[config.mk]
export PLATFORM = sky130hd
export DESIGN_NAME = sc_event_timer
export DESIGN_NICKNAME = d
export VERILOG_FILES = /design/src/rtl/sct_pkg.sv /design/src/rtl/sct_tick_sel.sv /design/src/rtl/sct_counter.sv /design/src/rtl/sct_match_flag.sv /design/src/rtl/sc_event_timer.sv
export SDC_FILE = /design/constraint.sdc
export NUM_CORES = 1
export LEC_CHECK = 0
export BUFFER_PORTS_ARGS = -buffer_cell sky130_fd_sc_hd__buf_2
export CAP_MARGIN = 20
export CORE_UTILIZATION = 40
export CTS_CLUSTER_DIAMETER = 100
export DETAILED_ROUTE_END_ITERATION = 8
export PLACE_DENSITY_LB_ADDON = 0.3
export SLEW_MARGIN = 20
export SYNTH_ARGS = -nofsm -noshare
export SYNTH_HDL_FRONTEND = slang
export SYNTH_HIERARCHICAL = 1
export SYNTH_SLANG_ARGS = --single-unit
export TNS_END_PERCENT = 50
[constraint.sdc]
create_clock -name clk -period 2.6 [get_ports clk]
set_input_delay 0.78 -clock clk [delete_from_list [all_inputs] [get_ports clk]]
set_output_delay 0.78 -clock clk [all_outputs]
set_load 0.01 [all_outputs]
[src/rtl/sct_pkg.sv]
package sct_pkg;

    typedef enum logic [1:0] {
        SRC_IDLE = 2'b00,
        SRC_BAUD = 2'b01,
        SRC_RECV = 2'b10,
        SRC_XMIT = 2'b11
    } src_e;

    typedef struct packed {
        logic baud;
        logic recv;
        logic xmit;
    } tick_t;

    function automatic logic pick_tick(input src_e src, input tick_t t);
        case (src)
            SRC_BAUD: return t.baud;
            SRC_RECV: return t.recv;
            SRC_XMIT: return t.xmit;
            default:  return 1'b0;
        endcase
    endfunction

endpackage

[src/rtl/sct_tick_sel.sv]
module sct_tick_sel
    import sct_pkg::*;
(
    input  src_e  src_i,
    input  tick_t ticks_i,
    output logic  run_o,
    output logic  adv_o
);

    always_comb begin
        run_o = (src_i != SRC_IDLE);
        adv_o = pick_tick(src_i, ticks_i);
    end

    always_comb begin
        AST_ADV_NEEDS_RUN: assert (!adv_o || run_o);
    end

endmodule

[src/rtl/sct_counter.sv]
module sct_counter #(
    parameter int CNT_W = 16
) (
    input  logic             clk,
    input  logic             rst,
    input  logic             run_i,
    input  logic             adv_i,
    output logic [CNT_W-1:0] cnt_o,
    output logic [CNT_W-1:0] nxt_o
);

    logic [CNT_W-1:0] cnt_q;

    assign nxt_o = cnt_q + 1'b1;
    assign cnt_o = cnt_q;

    always_ff @(posedge clk) begin
        if (rst || !run_i) begin
            cnt_q <= '0;
        end else if (adv_i) begin
            cnt_q <= nxt_o;
        end
    end

    AST_IDLE_CLEAR: assert property (@(posedge clk) disable iff (rst)
        !run_i |=> cnt_o == '0);
    AST_ADVANCE: assert property (@(posedge clk) disable iff (rst)
        (run_i && adv_i) |=> cnt_o == CNT_W'($past(cnt_o) + 1'b1));
    AST_HOLD: assert property (@(posedge clk) disable iff (rst)
        (run_i && !adv_i) |=> $stable(cnt_o));

endmodule

[src/rtl/sct_match_flag.sv]
module sct_match_flag #(
    parameter int CNT_W = 16
) (
    input  logic             clk,
    input  logic             rst,
    input  logic             adv_i,
    input  logic [CNT_W-1:0] nxt_i,
    input  logic [CNT_W-1:0] cmp_i,
    input  logic             clr_i,
    input  logic             mask_i,
    output logic             flag_o,
    output logic             irq_o
);

    logic hit;
    logic flag_q;

    assign hit    = adv_i && (nxt_i == cmp_i);
    assign flag_o = flag_q;
    assign irq_o  = flag_q && !mask_i;

    always_ff @(posedge clk) begin
        if (rst) begin
            flag_q <= 1'b0;
        end else if (hit) begin
            flag_q <= 1'b1;
        end else if (clr_i) begin
            flag_q <= 1'b0;
        end
    end

    AST_FLAG_STICKY: assert property (@(posedge clk) disable iff (rst)
        (flag_o && !clr_i) |=> flag_o);
    AST_MATCH_WINS: assert property (@(posedge clk) disable iff (rst)
        (hit && clr_i) |=> flag_o);
    AST_CLEAR_DROPS: assert property (@(posedge clk) disable iff (rst)
        (!hit && clr_i) |=> !flag_o);

endmodule

[src/rtl/sc_event_timer.sv]
module sc_event_timer
    import sct_pkg::*;
#(
    parameter int CNT_W = 16
) (
    input  logic             clk,
    input  logic             rst,
    input  logic [1:0]       src_sel_i,
    input  logic             baud_tick_i,
    input  logic             recv_tick_i,
    input  logic             xmit_tick_i,
    input  logic [CNT_W-1:0] cmp_val_i,
    input  logic             irq_mask_i,
    input  logic             flag_clr_i,
    output logic [CNT_W-1:0] count_o,
    output logic             flag_o,
    output logic             irq_o
);

    tick_t            ticks;
    src_e             src;
    logic             run;
    logic             adv;
    logic [CNT_W-1:0] nxt;

    assign src   = src_e'(src_sel_i);
    assign ticks = '{baud: baud_tick_i, recv: recv_tick_i, xmit: xmit_tick_i};

    sct_tick_sel i_tick_sel (
        .src_i   (src),
        .ticks_i (ticks),
        .run_o   (run),
        .adv_o   (adv)
    );

    sct_counter #(.CNT_W(CNT_W)) i_counter (
        .clk   (clk),
        .rst   (rst),
        .run_i (run),
        .adv_i (adv),
        .cnt_o (count_o),
        .nxt_o (nxt)
    );

    sct_match_flag #(.CNT_W(CNT_W)) i_match_flag (
        .clk    (clk),
        .rst    (rst),
        .adv_i  (adv),
        .nxt_i  (nxt),
        .cmp_i  (cmp_val_i),
        .clr_i  (flag_clr_i),
        .mask_i (irq_mask_i),
        .flag_o (flag_o),
        .irq_o  (irq_o)
    );

    AST_MATCH_SETS: assert property (@(posedge clk) disable iff (rst)
        (adv && nxt == cmp_val_i) |=> flag_o);
    AST_IRQ_GATED: assert property (@(posedge clk) disable iff (rst)
        irq_o |-> (flag_o && !irq_mask_i));

endmodule

==> summary.md <==
| Metric | Value |
|---|---|
| Fin. Hold Viols | 0 |
| LEAKAGE | about 0.72 nW |
| Post-synthesis sequential area ratio | 26.9% |
| Later-pin clock latency in the skew report | roughly 0.28 ns |
| Antenna violations before repair | 0 |
| Worst-path clk slew | 0.11 ns |
| Slew margin rel. | 70.7% |
| Area leader, netlist | dfxtp_1 |
| Setup TNS | 0 ns |
| F_max | roughly 460 MHz |
| Critical R2R Capture | i_match_flag/flag_o |
| Clock network power share | 29.6% |
| Worst path arrival time | 2.40 ns |
| Via-per-instance ratio | about 5.0 |
| Cell count after synthesis | 153 |
| Seq pwr share | between 50% and 60% |
| Switching Fraction | 26.4% |
| Largest family of logic cells by synthesized area | simple AND/OR/NAND/NOR gates |
| Hold Buf Count CTS | 0 |
| Post-Syn Area per Cell | 8.28 µm² |
| Max Root-Sink Buffers | 2 |
| Setup slack, reg-to-reg | 0.42 ns |
| Total GRT Usage | 18.8% |
| Synthesized area | 1270 µm² |
| Layout cell share with drive strength beyond 1 | 29.1% |
| Status | completed |
| Routed WL per cell | around 13 µm |
| Setup Skew | 0.00311 ns |
| Distinct cells, synth | 30 |
| CTS tree | done |
| Storage cell area | approximately 340 µm² |
| Primary FF master, synth | dfxtp_1 |
| Post-Synth Adder-Cell Area | less than 1% |
| Row cnt | 20 |
| Synth top area share | between 20% and 30% |
| Pin count of the biggest net entering global routing | 12 |
| Final ANT Viol Nets | 0 |
| Layout net count | 226 |
| Die Wd | 58.3 µm |
| Worst endpoint required time | around 2.8 ns |
| Multi-input gate area in the final layout | around 870 µm² |
| Critical Path Sink Type | register |
| Min cycle time layout | 2.18 ns |
| Total core area | 3030 µm² |
| Root Driver | clkbuf_4 |
| Post-DP HPWL | 2.42 mm |
| Port buffer count | 42 |
| Synth top area cells | dfxtp_1, xor2_1, mux2i_1 |
| Post-route clock period utilization | 83.7% |
| Remaining Overflow, GRT | 0 |
| Ys async rst share | 0% |
| Pre-CTS setup slack | 0.342 ns |
| Post-synthesis xor/xnor area fraction | 23.5% |
| Synthesized Nets | approximately 180 |
| Final setup vio count | 0 |
| Switch Pwr | between 0.1 and 0.15 mW |
| Most numerous cell in the Yosys netlist | xor2_1 |
| R2R depth | 7 |
| Post-CTS setup buffers | 0 |
| Warnings, synthesis | 6 |
| Number of enable flip-flop cells after synthesis | 0 |
| Critical R2R Launch | i_counter/cnt_o[3] |
| Initial core utilization | 41.8% |
| Cts repair resizes | 0 |
| H-tree lvl count | 1 |
| Startpoint Class | register |
| Setup repair after global routing missed its margin | no |
| DR iter-0 viols | 37 |
| Synth Area in Compound Gates | 7.31% |
| Simple-gate share of the synthesized area | 31.4% |
| CTS sink count | 17 |
| Mux cell area share after synthesis | 5.53% |
| Area growth from synthesis to layout | 24.6% |
| CTS buffer count | 3 |
| Flip-flop and latch count after synthesis | 17 |
| Slew at the pin closest to its max-slew limit | 0.440 ns |
| Via Count | 1215 |
| Combinational Power Share | roughly 17% |
| Drt drc | 0 |
| Peak VDD IR | 0.000206 V |
| Wirelength, routed | between 3 and 4 mm |
| Vias in the first global route | 1158 |
| Die area | 3390 µm² |
| Synth cell count leaders | xor2_1, dfxtp_1, nand2_1 |
| Pwr Density | just over 300 nW/µm² |
| Final worst slack | 0.424 ns |
| Filler Cell Count | 288 |
| Crit Path Class | register to register |
| First-pass GRT wire length | 4.97 mm |
| Height of the die | 58.3 µm |
| Crit path from | i_counter/cnt_o[3] |
| I/O pins | 43 |
| TritonRoute pass-1 iters | 4 |
| Setup crit end | i_match_flag/flag_o |
| Int Pwr | 0.360 mW |
| Gpl congestion | just over 0.8 |
| Max_cap viols | 0 |
| Worst hold path class | register to register |
| Number of diodes | 0 |
| Slew Viols, Final | 0 |
| Worst Path Max Fanout | 9 |
[power groups by stage]
stage / Sequential, mW / Clock, mW / Combinational (mW)
finish: 0.264 / 0.145 / 0.0805
global route: 0.264 / 0.159 / 0.0869
detailed placement: 0.270 / 0 / 0.0803
floorplan: 0.274 / 0 / 0.0373
global placement: 0.270 / 0 / 0.0782
CTS: 0.264 / 0.150 / 0.0808
[metrics by stage]
stage / util, % / area [µm²] / total power, mW / hold WS (ns) / cells
5_1_grt: 52.1 / 1580 / 0.510 / 0.489 / 243
6_report: 52.1 / 1580 / 0.489 / 0.470 / 243
3_3_place_gp: 51.2 / 1550 / 0.348 / 0.451 / 239
4_1_cts: 52.1 / 1580 / 0.494 / 0.471 / 243
3_5_place_dp: 51.2 / 1550 / 0.350 / 0.456 / 239
2_1_floorplan: - / 1270 / 0.311 / 0.477 / 153
[critical path: stages, from the launching register on]
cell and delay [ns]:
dfxtp_1 0.49, nand4_1 0.39, nor4_2 0.39, xor2_1 0.21, xor2_1 0.09, nor4_1 0.27, nand4b_1 0.15, o21ai_1 0.14
[per-layer routing]
metal	GRT usage [%]	share of wire [%]
met1	23.4	45
met2	34.5	51
met3	2.01	2.4
met4	4.76	1.3
met5	0	0
[cell usage in the layout (no fill, tap or decap), drive strengths merged]
cell type	n
clkbuf	4
xor2	28
o31ai	4
o311ai	1
nand2b	5
a21oi	6
o21ai	3
buf	50
nand2	13
nor4	11
nand4b	1
ha	1
or4	4
xnor2	6
nor3	4
inv	4
mux2i	7
or3	2
nand4	7
dfxtp	17
or2	1
nand3	7
nor2b	2
o41ai	1
nor2	10
[sequential cells by signal, indices dropped and copies added (netlist names)]
signal	flops
i_counter/cnt_o	16
i_match_flag/flag_o	1
[cell families after synthesis]
group	count (synthesis)
AO/OA/AOI/OAI	15
AND/OR/NAND/NOR	67
multiplexers	7
adder cells (fa/ha/maj)	1
flip-flops	17
buffers and inverters	12
XOR/XNOR	34
[worst min path at each step]
stage	start	endpoint	slack (ns)	depth (start not counted)
after floorplan	i_match_flag/flag_o	i_match_flag/flag_o	0.48	2
after global placement	i_match_flag/flag_o	i_match_flag/flag_o	0.45	2
after detailed placement	i_match_flag/flag_o	i_match_flag/flag_o	0.46	2
after CTS	i_match_flag/flag_o	i_match_flag/flag_o	0.47	2
after global routing	i_match_flag/flag_o	i_match_flag/flag_o	0.49	2
final	i_match_flag/flag_o	i_match_flag/flag_o	0.47	2
[final cells by class]
| cell class | instances | area share, % |
|---|---|---|
| flip-flops and latches | 17 | 21.6 |
| inverters | 4 | 0.952 |
| repair buffers | 50 | 17.1 |
| clock buffers | 4 | 1.67 |
| well taps | 44 | 3.49 |
| multi-input cells | 124 | 55.2 |
No activity file was read; power rests on OpenSTA's default activity.
